`src/rtl/irq_seq_pkg.sv`:
```
package irq_seq_pkg;
  typedef enum logic [2:0] {
    ST_IDLE,
    ST_WAKE,
    ST_SLPX,
    ST_PUSH,
    ST_VEC,
    ST_JMP,
    ST_POP
  } seq_state_e;

  function automatic int unsigned max2(input int unsigned a, input int unsigned b);
    return (a > b) ? a : b;
  endfunction
endpackage

```
`src/rtl/irq_prio_enc.sv`:
```
module irq_prio_enc #(
  parameter int unsigned N     = 8,
  parameter int unsigned IDX_W = 3
) (
  input  logic [N-1:0]     req_i,
  output logic             any_o,
  output logic [IDX_W-1:0] idx_o
);
  logic [N-1:0] lower_set;

  // lower_set[i]: some request below i is pending
  assign lower_set[0] = 1'b0;
  for (genvar g = 1; g < N; g++) begin : g_lower
    assign lower_set[g] = lower_set[g-1] | req_i[g-1];
  end

  always_comb begin
    idx_o = '0;
    for (int i = 0; i < N; i++) begin
      if (req_i[i] && !lower_set[i]) idx_o = IDX_W'(i);
    end
  end

  assign any_o = |req_i;
endmodule

```
`src/rtl/irq_stack_port.sv`:
```
module irq_stack_port #(
  parameter int unsigned SP_W    = 8,
  parameter int unsigned PC_W    = 12,
  parameter logic [SP_W-1:0] SP_INIT = '1
) (
  input  logic            clk_i,
  input  logic            rst_ni,
  input  logic            push_i,
  input  logic            push_hi_i,
  input  logic            pop_i,
  input  logic            pop_hi_i,
  input  logic [PC_W-1:0] pc_i,
  input  logic [7:0]      rdata_i,
  output logic            we_o,
  output logic            re_o,
  output logic [SP_W-1:0] addr_o,
  output logic [7:0]      wdata_o,
  output logic [SP_W-1:0] sp_o,
  output logic [PC_W-1:0] ret_pc_o
);
  logic [SP_W-1:0] sp_q;
  logic [7:0]      hi_q, lo_q;
  logic [15:0]     pc_ext, ret_ext;

  assign pc_ext  = 16'(pc_i);
  assign ret_ext = {hi_q, lo_q};

  always_ff @(posedge clk_i or negedge rst_ni) begin
    if (!rst_ni) begin
      sp_q <= SP_INIT;
      hi_q <= '0;
      lo_q <= '0;
    end else begin
      if (push_i)     sp_q <= sp_q - SP_W'(1);
      else if (pop_i) sp_q <= sp_q + SP_W'(1);
      if (pop_i) begin
        if (pop_hi_i) hi_q <= rdata_i;
        else          lo_q <= rdata_i;
      end
    end
  end

  assign we_o     = push_i;
  assign re_o     = pop_i;
  assign addr_o   = pop_i ? sp_q + SP_W'(1) : sp_q;
  assign wdata_o  = push_hi_i ? pc_ext[15:8] : pc_ext[7:0];
  assign sp_o     = sp_q;
  assign ret_pc_o = ret_ext[PC_W-1:0];
endmodule

```
`src/rtl/irq_seq_fsm.sv`:
```
module irq_seq_fsm
  import irq_seq_pkg::*;
#(
  parameter int unsigned ENTRY_CYC = 4,
  parameter int unsigned WAKE_XTRA = 4,
  parameter int unsigned JMP_CYC   = 3,
  parameter int unsigned RET_CYC   = 4,
  parameter int unsigned CNT_W     = 3
) (
  input  logic clk_i,
  input  logic rst_ni,
  input  logic any_req_i,
  input  logic gie_we_i,
  input  logic gie_wdata_i,
  input  logic mc_busy_i,
  input  logic sleep_i,
  input  logic wake_ready_i,
  input  logic reti_i,
  output logic accept_o,
  output logic gie_o,
  output logic push_o,
  output logic push_hi_o,
  output logic pop_o,
  output logic pop_hi_o,
  output logic vec_o,
  output logic handler_o,
  output logic ret_o,
  output logic stall_o
);
  seq_state_e state_q, state_d;
  logic [CNT_W-1:0] cnt_q;
  logic gie_q;
  logic start_ret, accept, last_cnt;

  assign start_ret = (state_q == ST_IDLE) && reti_i;
  assign accept    = (state_q == ST_IDLE) && !reti_i && any_req_i && gie_q && !mc_busy_i;

  always_comb begin
    unique case (state_q)
      ST_SLPX: last_cnt = (cnt_q == CNT_W'(WAKE_XTRA - 1));
      ST_PUSH: last_cnt = (cnt_q == CNT_W'(ENTRY_CYC - 1));
      ST_JMP:  last_cnt = (cnt_q == CNT_W'(JMP_CYC - 1));
      ST_POP:  last_cnt = (cnt_q == CNT_W'(RET_CYC - 1));
      default: last_cnt = 1'b1;
    endcase
  end

  always_comb begin
    state_d = state_q;
    unique case (state_q)
      ST_IDLE: begin
        if (start_ret)   state_d = ST_POP;
        else if (accept) state_d = sleep_i ? ST_WAKE : ST_PUSH;
      end
      ST_WAKE: if (wake_ready_i) state_d = ST_SLPX;
      ST_SLPX: if (last_cnt) state_d = ST_PUSH;
      ST_PUSH: if (last_cnt) state_d = ST_VEC;
      ST_VEC:  state_d = ST_JMP;
      ST_JMP:  if (last_cnt) state_d = ST_IDLE;
      ST_POP:  if (last_cnt) state_d = ST_IDLE;
      default: state_d = ST_IDLE;
    endcase
  end

  always_ff @(posedge clk_i or negedge rst_ni) begin
    if (!rst_ni) begin
      state_q <= ST_IDLE;
      cnt_q   <= '0;
      gie_q   <= 1'b0;
    end else begin
      state_q <= state_d;
      cnt_q   <= (state_d != state_q) ? '0 : cnt_q + CNT_W'(1);
      if (accept)                                  gie_q <= 1'b0;
      else if (state_q == ST_POP && last_cnt)      gie_q <= 1'b1;
      else if (state_q == ST_IDLE && !start_ret && gie_we_i) gie_q <= gie_wdata_i;
    end
  end

  assign accept_o  = accept;
  assign gie_o     = gie_q;
  assign push_o    = (state_q == ST_PUSH) && (cnt_q < CNT_W'(2));
  assign push_hi_o = (state_q == ST_PUSH) && (cnt_q == CNT_W'(1));
  assign pop_o     = (state_q == ST_POP) && (cnt_q < CNT_W'(2));
  assign pop_hi_o  = (state_q == ST_POP) && (cnt_q == CNT_W'(0));
  assign vec_o     = (state_q == ST_VEC);
  assign handler_o = (state_q == ST_JMP) && last_cnt;
  assign ret_o     = (state_q == ST_POP) && last_cnt;
  assign stall_o   = (state_q != ST_IDLE);
endmodule

```
`src/rtl/irq_entry_seq.sv`:
```
module irq_entry_seq
  import irq_seq_pkg::*;
#(
  parameter int unsigned NUM_IRQ   = 8,
  parameter int unsigned PC_W      = 12,
  parameter int unsigned SP_W      = 8,
  parameter logic [SP_W-1:0] SP_INIT = '1,
  parameter int unsigned ENTRY_CYC = 4,
  parameter int unsigned WAKE_XTRA = 4,
  parameter int unsigned JMP_CYC   = 3,
  parameter int unsigned RET_CYC   = 4
) (
  input  logic               clk_i,
  input  logic               rst_ni,
  input  logic [NUM_IRQ-1:0] irq_req_i,
  input  logic               gie_we_i,
  input  logic               gie_wdata_i,
  input  logic               mc_busy_i,
  input  logic               sleep_i,
  input  logic               wake_ready_i,
  input  logic               reti_i,
  input  logic [PC_W-1:0]    pc_i,
  input  logic [7:0]         stk_rdata_i,
  output logic               stk_we_o,
  output logic               stk_re_o,
  output logic [SP_W-1:0]    stk_addr_o,
  output logic [7:0]         stk_wdata_o,
  output logic [SP_W-1:0]    sp_o,
  output logic               vec_valid_o,
  output logic [PC_W-1:0]    vec_addr_o,
  output logic [NUM_IRQ-1:0] irq_ack_o,
  output logic               handler_start_o,
  output logic               ret_valid_o,
  output logic [PC_W-1:0]    ret_pc_o,
  output logic               gie_o,
  output logic               stall_o
);
  localparam int unsigned IDX_W = (NUM_IRQ > 1) ? $clog2(NUM_IRQ) : 1;
  localparam int unsigned MAX_C = max2(max2(ENTRY_CYC, WAKE_XTRA), max2(JMP_CYC, RET_CYC));
  localparam int unsigned CNT_W = $clog2(MAX_C + 1);

  logic             any_req, accept, push, push_hi, pop, pop_hi, vec;
  logic [IDX_W-1:0] win_idx, idx_q;
  logic [PC_W-1:0]  pc_q, idx_ext;

  irq_prio_enc #(.N(NUM_IRQ), .IDX_W(IDX_W)) u_prio (
    .req_i (irq_req_i),
    .any_o (any_req),
    .idx_o (win_idx)
  );

  irq_seq_fsm #(
    .ENTRY_CYC(ENTRY_CYC), .WAKE_XTRA(WAKE_XTRA),
    .JMP_CYC(JMP_CYC), .RET_CYC(RET_CYC), .CNT_W(CNT_W)
  ) u_fsm (
    .clk_i        (clk_i),
    .rst_ni       (rst_ni),
    .any_req_i    (any_req),
    .gie_we_i     (gie_we_i),
    .gie_wdata_i  (gie_wdata_i),
    .mc_busy_i    (mc_busy_i),
    .sleep_i      (sleep_i),
    .wake_ready_i (wake_ready_i),
    .reti_i       (reti_i),
    .accept_o     (accept),
    .gie_o        (gie_o),
    .push_o       (push),
    .push_hi_o    (push_hi),
    .pop_o        (pop),
    .pop_hi_o     (pop_hi),
    .vec_o        (vec),
    .handler_o    (handler_start_o),
    .ret_o        (ret_valid_o),
    .stall_o      (stall_o)
  );

  // winner and return address frozen when the interrupt is taken
  always_ff @(posedge clk_i or negedge rst_ni) begin
    if (!rst_ni) begin
      idx_q <= '0;
      pc_q  <= '0;
    end else if (accept) begin
      idx_q <= win_idx;
      pc_q  <= pc_i;
    end
  end

  irq_stack_port #(.SP_W(SP_W), .PC_W(PC_W), .SP_INIT(SP_INIT)) u_stack (
    .clk_i     (clk_i),
    .rst_ni    (rst_ni),
    .push_i    (push),
    .push_hi_i (push_hi),
    .pop_i     (pop),
    .pop_hi_i  (pop_hi),
    .pc_i      (pc_q),
    .rdata_i   (stk_rdata_i),
    .we_o      (stk_we_o),
    .re_o      (stk_re_o),
    .addr_o    (stk_addr_o),
    .wdata_o   (stk_wdata_o),
    .sp_o      (sp_o),
    .ret_pc_o  (ret_pc_o)
  );

  assign idx_ext     = PC_W'(idx_q);
  assign vec_valid_o = vec;
  assign vec_addr_o  = vec ? {idx_ext[PC_W-2:0], 1'b0} : '0;

  for (genvar g = 0; g < NUM_IRQ; g++) begin : g_ack
    assign irq_ack_o[g] = vec && (idx_q == IDX_W'(g));
  end
endmodule

```
`config.mk`:
```
export PLATFORM = sky130hd
export DESIGN_NAME = irq_entry_seq
export DESIGN_NICKNAME = d
export VERILOG_FILES = /design/src/rtl/irq_seq_pkg.sv /design/src/rtl/irq_prio_enc.sv /design/src/rtl/irq_stack_port.sv /design/src/rtl/irq_seq_fsm.sv /design/src/rtl/irq_entry_seq.sv
export SDC_FILE = /design/constraint.sdc
export NUM_CORES = 1
export LEC_CHECK = 0
export ABC_AREA = 1
export BUFFER_PORTS_ARGS = -buffer_cell sky130_fd_sc_hd__buf_2
export CORE_ASPECT_RATIO = 1.4
export CORE_MARGIN = 2
export CORE_UTILIZATION = 45
export DETAILED_ROUTE_END_ITERATION = 6
export PLACE_DENSITY = 0.79
export SLEW_MARGIN = 20
export SYNTH_ARGS = -nofsm -noshare
export SYNTH_HDL_FRONTEND = slang
export SYNTH_SLANG_ARGS = --single-unit
```
`constraint.sdc`:
```
create_clock -name clk_i -period 1.7 [get_ports clk_i]
set_clock_uncertainty 0.2 [all_clocks]
set_input_delay 0.085 -clock clk_i [delete_from_list [all_inputs] [get_ports clk_i]]
set_output_delay 0.085 -clock clk_i [all_outputs]
set_load 0.05 [all_outputs]
```
==> impl_metrics.tcl <==
set metrics [dict create \
    status "complete, but fails checks" \
    violations "setup timing" \
    r2r-start "u_fsm.state_q[2]$_DFF_PN0_" \
    firstDrtPassIters 5 \
    synthAdderAreaFrac_pct 3.28 \
    layout-drive-gt1-share_pct 64.3 \
    wl_per_cell_um 19.0 \
    p_leak_nw 2.48 \
    r2r-end "pc_q[3]$_DFFE_PN0P_" \
    seq_area_frac_synth_pct 39.8 \
    multi_input_area_sq_um 1920 \
    grt_use_total_pct 26.7 \
    io_buffer_count 89 \
    cp-start-kind "flip-flop" \
    tightestPinTransition_ns 0.686 \
    synth_top_area_share_pct 31.9 \
    syn_inst 321 \
    hold_class "input pin to flip-flop" \
    place_ws_ns -0.151 \
    htree_levels 2 \
    setup_ws_ns -0.500 \
    synth_compound_area_share_pct 6.89 \
    synth_top_family_by_area "simple AND/OR/NAND/NOR gates" \
    slew_headroom_pct 54.3 \
    synthSimpleGateAreaFrac_pct 27.0 \
    ys.flop_type "dfrtp_1" \
    rsz0062_at_grt "yes" \
    ff_latch_area_sq_um 1080 \
    endpoint "stk_wdata_o[2]" \
    cp-startpoint "u_fsm.state_q[1]$_DFF_PN0_" \
    area_delta_synth_final_pct 94.3 \
    synthMuxAreaShare_pct 5.91 \
    synthXorXnorAreaFrac_pct 3.52 \
    finalWirelength_um 11100 \
    hp-start "irq_req_i[6]" \
    rrSetupSlack_ns -0.39 \
    netlist_top_cells_area "dfrtp_1, nand2_1, dfstp_2, inv_1, nor2_1" \
    arrival_ns 1.91 \
    yosys_warnings 0 \
    netlist_area_sq_um 2670 \
    cts_buffer_depth 2 \
    start_util_pct 46.2 \
    drtIter0Drc 180 \
    yosysMostFrequentCell "nand2_1" \
    die_h_um 95.1 \
    num_vias 3054 \
    vdd_ir_drop_max_uv 1250 \
    die_area_sq_um 6570 \
    fin_total_pwr_w 0.0105 \
    slew_viol_final 0 \
    numCtsBuffers 5 \
    synth_edf_count 0 \
    antenna_cells 0 \
    clk_latency_ns 0.31 \
    fin_area_sq_um 5180 \
    cts_root_buf "clkbuf_8" \
    yosys.cell_types.count 39 \
    finalCritPeriodShare_pct 129 \
    synth_top_cell_by_area "dfrtp_1" \
    nNetsFinal 554 \
    grt_overflow_total 0 \
    gp_congestion 0.805 \
    worst_r2r_path_depth 9 \
    postRouteAntennaNets 0 \
    die_x_um 69.1 \
    worstSetupEndpointType "output pin" \
    n_fill_cell 245 \
    max_freq_mhz 455 \
    place_area_sq_um 3770 \
    core_area_sq_um 5780 \
    hpwlAfterDp_um 4950 \
    cap_violations 0 \
    drc_errors 0 \
    grt_pass1_wl_um 14000 \
    antenna_found_initial 0 \
    synth_common_cells "nand2_1, inv_1, nor2_1" \
    hold_viol_final 0 \
    cp.required_ns 1.41 \
    async_flop_share_pct 100 \
    period_needed_ns 2.20 \
    powerDensity_nw_per_um2 2020 \
    ys_ff_latch 42 \
    grt_pass1_vias 2992 \
    avgSynthCellArea_sq_um 8.31 \
    path_class "flip-flop to output pin" \
    grt_start_max_net_pins 28 \
    rows 33 \
    setup_violations 63 \
    crit_path_max_fanout 4 \
    num_io_pins 99 \
    path_clk_slew_ns 0.09 \
    clock_sinks 42 \
    via_per_inst 5.25 \
    cts_tree "done" \
]
critical path: stages, from the launching register on:
cell and delay (ns):
dfrtp_2 0.47, inv_8 0.06, buf_12 0.13, nor3_4 0.26, nand3_2 0.18, buf_6 0.18
nand2_2 0.08, nand2_2 0.09, buf_8 0.15
layer usage:
metal | share of wire, % | GRT usage, %
met2 | 57 | 55.4
met5 | 0 | 0
met1 | 33 | 27.6
met4 | 5.0 | 7.52
met3 | 5.2 | 3.59
report_power, final:
part           total (W)  internal (W)  switching [W]  leakage (nW)
clock           0.000679      0.000290       0.000389        0.0484
combinational    0.00775       0.00308        0.00467          1.94
sequential       0.00204       0.00158       0.000458         0.489
sequential cells by signal, indices dropped and copies added, names as in the netlist:
| signal | cells |
|---|---|
| u_stack.hi_q | 4 |
| pc_q | 12 |
| u_fsm.cnt_q | 3 |
| u_stack.lo_q | 8 |
| u_fsm.gie_o | 1 |
| u_stack.sp_o | 8 |
| idx_q | 3 |
| u_fsm.state_q | 3 |
layout by cell type (no fill, tap or decap), drive strengths merged, types with 4 or more instances in the layout:
master / Yosys / layout
nor2: 44 / 44
inv: 50 / 48
conb: 1 / 9
nand4: 8 / 8
a21oi: 11 / 11
clkinv: 1 / 4
clkbuf: 0 / 6
dfstp: 8 / 8
nand3: 17 / 17
dfrtp: 34 / 34
ha: 7 / 7
nand2: 74 / 74
buf: 18 / 165
mux2: 12 / 12
dlygate4sd3: 0 / 27
o21ai: 19 / 19
xor2: 6 / 6
layout make-up:
class                   instances  share of cell area (%)
multi-input cells             218                    36.9
well taps                      70                    1.69
inverters                      51                    4.56
clock buffers                   5                    1.33
clock inverters                 3                   0.386
flip-flops and latches         42                    20.8
repair buffers                193                    34.2
what timing repair did:
action | 4_1_cts | 5_1_grt
hold buffers | 27 | 0
setup endpoints to repair | 58 | 70
hold endpoints to repair | 54 | 0
gates resized for setup | 143 | 90
buffers inserted | 15 | 20
pin swaps | 26 | 32
cloned | 1 | 0
through the flow:
step	cells	hold slack (ns)	setup TNS (ns)	utilization [%]
floorplan	329	-0.411	-5.46	-
global placement	517	-0.0725	-1.91	65.3
detailed placement	517	-0.0658	-2.85	65.3
CTS	568	0.0000567	-9.03	81.8
global route	582	0.0641	-20.81	89.7
finish	582	0.0361	-17.85	89.7
cells by family (layout without fill, tap and decap cells):
logic type | count (synthesis) | after routing
buf+inv | 69 | 252
flops | 42 | 42
mux | 12 | 12
xor+xnor | 9 | 9
fa+ha+maj | 7 | 7
compound gates | 35 | 35
simple gates | 146 | 146
other cells | 1 | 9
how the worst min path moves through the flow:
stage / endpoint / cells past startpoint
3_5_place_dp: u_fsm.state_q[2]$_DFF_PN0_ / 1
3_3_place_gp: u_fsm.state_q[2]$_DFF_PN0_ / 1
6_report: idx_q[1]$_DFFE_PN0P_ / 5
2_1_floorplan: idx_q[0]$_DFFE_PN0P_ / 0
4_1_cts: idx_q[2]$_DFFE_PN0P_ / 6
5_1_grt: idx_q[1]$_DFFE_PN0P_ / 5
(Power assumes the default switching activity.)
